`src/rtl/pseq_pkg.sv`:
```
package pseq_pkg;

    typedef enum logic [2:0] {
        SEL_IDLE = 3'd0,
        SEL_STEP = 3'd1,
        SEL_BR   = 3'd2,
        SEL_JMP  = 3'd3,
        SEL_CALL = 3'd4,
        SEL_RET  = 3'd5,
        SEL_HOLD = 3'd6
    } nxt_sel_e;

    typedef enum logic [1:0] {
        COND_ZS = 2'b00,
        COND_ZC = 2'b01,
        COND_CS = 2'b10,
        COND_CC = 2'b11
    } br_cond_e;

    function automatic logic cond_met(input logic [1:0] code,
                                      input logic       z,
                                      input logic       c);
        logic r;
        case (br_cond_e'(code))
            COND_ZS: r = z;
            COND_ZC: r = ~z;
            COND_CS: r = c;
            default: r = ~c;
        endcase
        return r;
    endfunction

endpackage

```
`src/rtl/pseq_select.sv`:
```
module pseq_select
    import pseq_pkg::*;
(
    input  logic       hold,
    input  logic       step_en,
    input  logic       br_en,
    input  logic [1:0] br_cond,
    input  logic       jmp_en,
    input  logic       call_en,
    input  logic       ret_en,
    input  logic       flag_z,
    input  logic       flag_c,
    output nxt_sel_e   sel_o,
    output logic       taken_o
);

    always_comb begin
        taken_o = 1'b0;
        if (hold)         sel_o = SEL_HOLD;
        else if (ret_en)  sel_o = SEL_RET;
        else if (call_en) sel_o = SEL_CALL;
        else if (jmp_en)  sel_o = SEL_JMP;
        else if (br_en) begin
            sel_o   = SEL_BR;
            taken_o = cond_met(br_cond, flag_z, flag_c);
        end
        else if (step_en) sel_o = SEL_STEP;
        else              sel_o = SEL_IDLE;
    end

endmodule

```
`src/rtl/pseq_addr.sv`:
```
module pseq_addr
    import pseq_pkg::*;
#(
    parameter int PC_W   = 12,
    parameter int DISP_W = 8
) (
    input  nxt_sel_e           sel,
    input  logic               taken,
    input  logic [PC_W-1:0]    pc,
    input  logic [DISP_W-1:0]  disp,
    input  logic [PC_W-1:0]    target,
    input  logic [PC_W-1:0]    pop_val,
    output logic [PC_W-1:0]    seq_addr_o,
    output logic [PC_W-1:0]    pc_d
);

    localparam int EXT_W = PC_W - DISP_W;

    logic [PC_W-1:0] disp_ext;
    logic [PC_W-1:0] br_addr;

    always_comb begin
        seq_addr_o = pc + 1'b1;
        disp_ext   = {{EXT_W{disp[DISP_W-1]}}, disp};
        br_addr    = seq_addr_o + disp_ext;
        case (sel)
            SEL_STEP: pc_d = seq_addr_o;
            SEL_BR:   pc_d = taken ? br_addr : seq_addr_o;
            SEL_JMP:  pc_d = target;
            SEL_CALL: pc_d = target;
            SEL_RET:  pc_d = pop_val;
            default:  pc_d = pc;
        endcase
    end

endmodule

```
`src/rtl/pseq_retstack.sv`:
```
module pseq_retstack #(
    parameter int AW    = 12,
    parameter int DEPTH = 8
) (
    input  logic          clk,
    input  logic          rst,
    input  logic          push,
    input  logic          pop,
    input  logic [AW-1:0] push_val,
    output logic [AW-1:0] pop_val,
    output logic          empty_o,
    output logic          ovf_o,
    output logic          unf_o
);

    localparam int PW = (DEPTH > 1) ? $clog2(DEPTH) : 1;
    localparam int CW = $clog2(DEPTH + 1);
    localparam logic [CW-1:0] FULL_CNT = CW'(DEPTH);

    typedef struct packed {
        logic [PW-1:0] sp;
        logic [CW-1:0] cnt;
        logic          ovf;
        logic          unf;
    } stk_st_t;

    stk_st_t st_d, st_q;
    logic [AW-1:0] mem_q [DEPTH];
    logic [PW-1:0] sp_dec;

    always_comb begin
        sp_dec  = st_q.sp - 1'b1;
        empty_o = (st_q.cnt == '0);
        pop_val = empty_o ? '0 : mem_q[sp_dec];
        ovf_o   = st_q.ovf;
        unf_o   = st_q.unf;

        st_d     = st_q;
        st_d.ovf = 1'b0;
        st_d.unf = 1'b0;
        if (push) begin
            st_d.sp = st_q.sp + 1'b1;
            if (st_q.cnt == FULL_CNT) st_d.ovf = 1'b1;
            else                      st_d.cnt = st_q.cnt + 1'b1;
        end else if (pop) begin
            if (empty_o) begin
                st_d.unf = 1'b1;
            end else begin
                st_d.sp  = sp_dec;
                st_d.cnt = st_q.cnt - 1'b1;
            end
        end
    end

    always_ff @(posedge clk) begin
        if (rst) st_q <= '0;
        else     st_q <= st_d;
    end

    always_ff @(posedge clk) begin
        if (push) mem_q[st_q.sp] <= push_val;
    end

    AST_CNT_BOUND:  assert property (@(posedge clk) disable iff (rst) st_q.cnt <= FULL_CNT);
    AST_PUSH_FILLS: assert property (@(posedge clk) disable iff (rst) push |=> !empty_o);
    AST_OVF_FULL:   assert property (@(posedge clk) disable iff (rst) ovf_o |-> st_q.cnt == FULL_CNT);
    AST_UNF_EMPTY:  assert property (@(posedge clk) disable iff (rst) unf_o |-> empty_o);
    AST_FLAGS_EXCL: assert property (@(posedge clk) disable iff (rst) $onehot0({ovf_o, unf_o}));

endmodule

```
`src/rtl/prog_seq.sv`:
```
module prog_seq
    import pseq_pkg::*;
#(
    parameter int PC_W   = 12,
    parameter int DISP_W = 8,
    parameter int DEPTH  = 8
) (
    input  logic              clk,
    input  logic              rst,
    input  logic              hold,
    input  logic              step_en,
    input  logic              br_en,
    input  logic [1:0]        br_cond,
    input  logic              jmp_en,
    input  logic              call_en,
    input  logic              ret_en,
    input  logic              flag_z,
    input  logic              flag_c,
    input  logic [DISP_W-1:0] br_disp,
    input  logic [PC_W-1:0]   jmp_target,
    output logic [PC_W-1:0]   pc_o,
    output logic              stk_ovf_o,
    output logic              stk_unf_o
);

    typedef struct packed {
        logic [PC_W-1:0] pc;
    } seq_st_t;

    seq_st_t       st_d, st_q;
    nxt_sel_e      sel;
    logic          taken;
    logic [PC_W-1:0] pc_next;
    logic [PC_W-1:0] seq_addr;
    logic [PC_W-1:0] pop_val;
    logic          stk_empty;
    logic          push, pop;

    pseq_select u_select (
        .hold    (hold),
        .step_en (step_en),
        .br_en   (br_en),
        .br_cond (br_cond),
        .jmp_en  (jmp_en),
        .call_en (call_en),
        .ret_en  (ret_en),
        .flag_z  (flag_z),
        .flag_c  (flag_c),
        .sel_o   (sel),
        .taken_o (taken)
    );

    pseq_addr #(.PC_W(PC_W), .DISP_W(DISP_W)) u_addr (
        .sel        (sel),
        .taken      (taken),
        .pc         (st_q.pc),
        .disp       (br_disp),
        .target     (jmp_target),
        .pop_val    (pop_val),
        .seq_addr_o (seq_addr),
        .pc_d       (pc_next)
    );

    pseq_retstack #(.AW(PC_W), .DEPTH(DEPTH)) u_stack (
        .clk      (clk),
        .rst      (rst),
        .push     (push),
        .pop      (pop),
        .push_val (seq_addr),
        .pop_val  (pop_val),
        .empty_o  (stk_empty),
        .ovf_o    (stk_ovf_o),
        .unf_o    (stk_unf_o)
    );

    always_comb begin
        push    = (sel == SEL_CALL);
        pop     = (sel == SEL_RET);
        st_d    = st_q;
        st_d.pc = pc_next;
        pc_o    = st_q.pc;
    end

    always_ff @(posedge clk) begin
        if (rst) st_q <= '0;
        else     st_q <= st_d;
    end

    AST_HOLD_FREEZE: assert property (@(posedge clk) disable iff (rst) hold |=> st_q.pc == $past(st_q.pc));
    AST_HOLD_QUIET:  assert property (@(posedge clk) disable iff (rst) hold |=> !stk_ovf_o && !stk_unf_o);
    AST_STEP_INC:    assert property (@(posedge clk) disable iff (rst) (sel == SEL_STEP) |=> st_q.pc == PC_W'($past(st_q.pc) + 1'b1));
    AST_JUMP_LOAD:   assert property (@(posedge clk) disable iff (rst) (sel == SEL_JMP) |=> st_q.pc == $past(jmp_target));
    AST_RET_EMPTY:   assert property (@(posedge clk) disable iff (rst) (sel == SEL_RET && stk_empty) |=> st_q.pc == '0 && stk_unf_o);
    AST_IDLE_KEEP:   assert property (@(posedge clk) disable iff (rst) (sel == SEL_IDLE) |=> $stable(st_q.pc));

endmodule

```
`config.mk`:
```
export PLATFORM = sky130hd
export DESIGN_NAME = prog_seq
export DESIGN_NICKNAME = d
export VERILOG_FILES = /design/src/rtl/pseq_pkg.sv /design/src/rtl/pseq_select.sv /design/src/rtl/pseq_addr.sv /design/src/rtl/pseq_retstack.sv /design/src/rtl/prog_seq.sv
export SDC_FILE = /design/constraint.sdc
export NUM_CORES = 1
export LEC_CHECK = 0
export ABC_AREA = 1
export BUFFER_PORTS_ARGS = -buffer_cell sky130_fd_sc_hd__clkbuf_2
export CORE_ASPECT_RATIO = 1.5
export CORE_MARGIN = 2
export CORE_UTILIZATION = 45
export CTS_CLUSTER_DIAMETER = 120
export CTS_CLUSTER_SIZE = 40
export DETAILED_ROUTE_END_ITERATION = 6
export GPL_ROUTABILITY_DRIVEN = 0
export REMOVE_ABC_BUFFERS = 1
export SYNTH_ARGS = -nofsm -noshare
export SYNTH_HDL_FRONTEND = slang
export SYNTH_SLANG_ARGS = --single-unit
export TNS_END_PERCENT = 50
```
`constraint.sdc`:
```
create_clock -name clk -period 2.9 [get_ports clk]
set_clock_uncertainty 0.2 [all_clocks]
set_input_delay 0.145 -clock clk [delete_from_list [all_inputs] [get_ports clk]]
set_output_delay 0.145 -clock clk [all_outputs]
set_load 0.1 [all_outputs]
```
Word-level counts from Yosys, hierarchy flattened:

Memories as Yosys holds them, arrays and structs flattened.
Index checks and enable logic that the tools add are counted.
Widths: inputs -> output; s select.

* add/subtract/negate cells: 6
* $mul: 0
* divide/modulo/power cells: 0
* magnitude comparators: 0
* equality and inequality tests: 10
* shift operators: 0
* muxes and demuxes: 23
* bitwise logic cells: 4
* reduce and logical (&&, ||, !) cells: 9

Operator list (count)
* $pmux 12 s4: 1
* $mux 12: 2
* $mux 7: 3
* $mux 3: 5
* $add 12x1->12 const B: 1
* $add 12x12->12: 1
* $mux 1: 10
* $eq 3x2->1 const B: 2
* $eq 3x3->1 const B: 2
* $add 4x1->4 const B: 1
* $eq 4x4->1 const B: 1
* $logic_not 4->1: 1
* $mux 4: 1
* $not 1->1: 4
* $reduce_bool 4->1: 1
* $reduce_or 2->1: 2
* $sub 4x1->4 const B: 1
* $add 3x1->3 const B: 1
* $eq 3x1->1 const B: 1
* $pmux 1 s3: 1
* $reduce_and 3->1: 1
* $reduce_or 3->1: 1
* $sub 3x1->3 const B: 1
* $eq 2x1->1 const B: 1
* other kinds (6): 6

* bits in registers: 21
* bits in latches: 0
* RAM bits: 96
* ROM bits: 0
* input bits: 32
* output and inout port bits: 14
* memories: 1

Memory list
* u_stack.mem_q: depth 8, width 12, rd ports 1, clocked after memory_dff 0, wr ports 1, RTL line pseq_retstack.sv:28 `logic [AW-1:0] mem_q [DEPTH];`

Depth between registers and ports, before layout:

* depth after elaboration: 9
* gate-level depth with buffers: 21

By module:

A second synthesis with hierarchy kept.

* cell total of the unflattened synthesis: 732
* area total of the unflattened synthesis: 6333.6 µm²

By module, submodules not included
* pseq_retstack: instances 1, cells an instance 414, area each 4484.3 µm²
* pseq_addr: instances 1, cells an instance 250, area each 1361.3 µm²
* prog_seq: instances 1, cells an instance 42, area each 360.3 µm²
* pseq_select: instances 1, cells an instance 26, area each 127.6 µm²

Worst setup path after synthesis:

No wires, ideal clock.

* path type: reg-to-reg
* start point: register st_q (netlist bit pc_o[0])
* end point: register st_q (netlist bit pc_o[7])
* library setup time: 113 ps
* arrival: 3320 ps
* required time: 2587 ps
* path slack: -733 ps
* cell stages (with the launch flop): 18
* buffers on the path: 0
* clock period less this slack: 3633 ps
* cells stage by stage: dfxtp_1 -> inv_1 -> nor2_2 -> nand3_1 -> xor2_1 -> ha_1 -> nand2_1 -> inv_1 -> nand2_1 -> nand2_1 -> a21oi_1 -> nor2_1 -> nor2_1 -> nand2_1 -> nand2_1 -> nand3_1 -> o21ai_1 -> inv_1

* cells in the longest elaborated chain, start to end: 4

RTL lines
* start, declared: RTL line prog_seq.sv:30 `seq_st_t st_d, st_q;`
* start signal, assigned: RTL line prog_seq.sv:86 `else st_q <= st_d;`
* $add 12x1->12: RTL line pseq_addr.sv:23 `seq_addr_o = pc + 1'b1;`
* named net seq_addr[0]: RTL line prog_seq.sv:34 `logic [PC_W-1:0] seq_addr;`
* $add 12x12->12: RTL line pseq_addr.sv:25 `br_addr = seq_addr_o + disp_ext;`
* $mux 12: RTL line pseq_addr.sv:28 `SEL_BR: pc_d = taken ? br_addr : seq_addr_o;`
* $pmux 12 s4: RTL line pseq_addr.sv:26 `case (sel)`

The timed path passes the listed nets, and every way through them passes these cells.
A chain may end at the register's enable or synchronous reset.

Worst setup path after layout:

* start point: register st_q (netlist bit pc_o[1])
* end point: register st_q (netlist bit pc_o[11])

The elaborated chain is that of the path after synthesis.

==> summary.txt <==
Yosys
  • Mean Syn Cell Area: 9.54 um2
  • Post-synthesis cell area: 6020 um2
  • FF+latch count, synth: 117
  • Synth top area share: 0.479
  • Post-synth ARST share: 0
  • Post-synth EDFFs: 96
  • Top cells by area in the synthesized netlist: edfxtp_1 48%, nand2_1 7.0%, dfxtp_1 7.0%
  • Post-synthesis sequential area ratio: 0.549
  • Yosys warns: 0
  • Post-synth cell types: 44
  • Top-count cell post-synth: nand2_1
  • Area leader, netlist: edfxtp_1
  • Predominant post-synthesis flop cell: edfxtp_1
  • Post-Syn Instances: 631
  • Top cells by count, synth: 113 x nand2_1, 96 x edfxtp_1, 82 x nor2_1, 63 x o21ai_0, 46 x inv_1

Final layout
  • Seq. cell area: 3310 um2
  • Post-Route Utilization: 0.566
  • Ant diodes: 0
  • Share of layout cells above drive strength 1: 0.215
  • Final Non-Filler Cells: 889
  • Design area: 7370 um2
  • Fill cell count: 1,191
  • Multi-input logic area: 2430 um2
  • Area Growth Syn to Fin: 22.5%
  • Nets: 768

Placed design
  • DP Wirelength: 10,800 um
  • Inst Count DP: 843
  • DP Area: 6540 um2
  • Port bufs: 45

Critical path
  • CP Launch Type: register
  • Max incr delay on CP: 360 ps
  • Reg2reg end: pc_o[11]
  • Worst Path Buf+Inv: 3
  • Reg2reg start: pc_o[1]
  • Most common cell on crit path: nand2_1
  • Req. time, crit path: 3010 ps
  • Crit Path Class: reg -> reg
  • Worst EP arrival: 2810 ps
  • FF-to-FF setup slack: 200 ps
  • Critical path peak fanout: 6
  • R2R depth: 19
  • Crit path from: pc_o[1]
  • CP endpoint kind: register
  • Crit path max-delay family: simple AND/OR/NAND/NOR gates
  • CP max stage cell: dfxtp_2
  • Crit-path cells: ha_1, nand2_1, inv_2, nand2_1, nor2_4, xnor2_1, inv_1, ha_4, nand2_1, nor2_2, nand3_1, nand3_1, nand2_1, nand3_1, nand2_1, nand3_1, nand4_1, nand2_1, inv_1

Power
  • Net Sw Frac: 0.302
  • Pwr dens: 720 nW/um2
  • Lkg Pwr: 2.99 nW
  • Power, Total: 0.00531 W
  • Clock Power Share: 0.414
  • Comb power frac: 0.219
  • P_int: 0.00370 W
  • Net Sw Power: 0.00160 W
  • Flop pwr share: 0.367
  • Maximum vdd drop: 441 uV

Clock tree
  • Reg clk slew, reported paths: 60 ps
  • Clock root buffer: clkbuf_16
  • CTS H-tree depth: 4
  • CTS tree: yes
  • Clock Tree Buf Depth: 2
  • Clock sink total: 117
  • Clock buffer count from CTS: 17
  • Worst skew pair latency: 410 ps

GRT
  • Largest net degree at the start of global routing: 53
  • Total GRT Usage: 0.222
  • Initial antenna violation count: 0
  • GR Overflow Total: 0
  • First-pass GRT wire length: 24,600 um
  • Vias in the first global route: 4,815

Worst hold path
  • Min-Delay Endpoint: u_stack.unf_o
  • Hold depth: 6
  • Hold WC Path Type: in -> reg
  • Hold path startpoint: call_en

Die
  • I/O Pins: 46
  • Initial Util: 0.462
  • DIE HEIGHT: 146 um
  • Die Area: 14,300 um2
  • Core area: 13,000 um2
  • Die width: 98.4 um
  • Rows: 51

Timing
  • RSZ-0062 raised after global routing: yes
  • Period utilisation layout: 0.933
  • Final Hold Viols: 0
  • Final setup fails: 0
  • Min Tclk post-route: 2700 ps
  • Setup TNS: 0 ps
  • Achievable Freq: 370 MHz
  • Final Slew Violations: 0
  • Slew Limit Headroom: 0.632
  • Worst-margin pin slew: 555 ps

Detailed routing
  • DRT Wirelength: 15,200 um
  • DRT antenna net count: 0
  • DR WL/cell: 17.1 um
  • DRC viols: 0
  • DRT iter0 DRCs: 336
  • DRT Pass-1 Iters: 5
  • Vias/cell: 5.40
  • DR vias: 4,798

Run status
  • Status: complete, no violations

Job
  • Maxcap violations: 0
layout by cell type, fill, tap and decap left out, types with 5 or more instances in the layout:
master           n
a21oi_1         31
a21oi_2          6
buf_4           29
clkbuf_16       17
clkbuf_2        45
clkinv_4         6
dfxtp_1         17
dlygate4sd3_1   14
edfxtp_1        96
ha_1            15
inv_1           45
inv_2           13
nand2_1        112
nand3_1         24
nand4_1          7
nor2_1          79
o211ai_1         5
o21ai_0         62
o21ai_1         11
o221ai_1         7
o22ai_1         20
xor2_1          10
worst reg2reg max path: stages, from the launching register on:
cell and delay (ps):
dfxtp_2 360, ha_1 180, nand2_1 70, inv_2 100, nand2_1 130, nor2_4 170
xnor2_1 160, inv_1 110, ha_4 300, nand2_1 80, nor2_2 120, nand3_1 120
nand3_1 100, nand2_1 60, nand3_1 80, nand2_1 50, nand3_1 70, nand4_1 80
nand2_1 70, inv_1 30
repair_timing:
item | 4_1_cts | 5_1_grt
hold buffers | 14 | 0
endpoints found under the setup margin | 0 | 6
gates resized for setup | 0 | 16
hold endpoints to repair | 17 | 0
buffers inserted | 0 | 0
flip-flops by register name, indices dropped and copies added, names as in the netlist:
register	count
pc_o	12
u_stack.mem_q	96
u_stack.st_q	7
u_stack.unf_o	1
u_stack.ovf_o	1
power groups by stage:
stage	Clock (W)	Sequential [W]	Combinational (W)
after CTS	0.00222	0.00194	0.00115
after detailed placement	0	0.00198	0.00113
after global routing	0.00230	0.00195	0.00129
final	0.00220	0.00195	0.00116
after global placement	0	0.00198	0.00111
after floorplan	0	0.00212	0.000630
how the worst max path moves through the flow:
stage	to	slack, ps	depth (start not counted)
after floorplan	pc_o[7]	-730	17
after global placement	pc_o[11]	90	18
after detailed placement	pc_o[11]	50	19
after CTS	pc_o[11]	30	19
after global routing	pc_o[7]	-50	18
final	pc_o[11]	200	19
metrics by stage:
| stage | worst slack (ps) | hold WS [ps] |
|---|---|---|
| 6_report | 195 | 25.1 |
| 5_1_grt | -47.7 | 48.6 |
| 4_1_cts | 32.2 | 16.9 |
| 3_5_place_dp | 48.1 | 249 |
| 3_3_place_gp | 95.0 | 249 |
| 2_1_floorplan | -733 | 14.1 |
layer usage:
metal	vias up	global-route usage	wire (um)
met1	2262	0.251	6160
met4	0	0.108	561
li1	2384	-	-
met2	120	0.395	7970
met3	32	0.0432	533
met5	-	0	0
logic make-up (layout without fill, tap and decap cells):
| group | after synthesis | after routing | share of synthesized area |
|---|---|---|---|
| compound gates | 155 | 155 | 0.148 |
| xor+xnor | 13 | 13 | 0.0202 |
| fa+ha+maj | 19 | 19 | 0.0420 |
| buf+inv | 79 | 178 | 0.0559 |
| flops | 117 | 117 | 0.549 |
| simple gates | 248 | 248 | 0.185 |
cell type report:
type	instances	share of cell area
clock buffer	17	0.0577
tap	159	0.0270
inverter	58	0.0295
multi-input combinational	435	0.330
timing repair buffer	88	0.0791
sequential	117	0.449
clock inverter	15	0.0280
No activity file was read; power rests on OpenSTA's default activity.
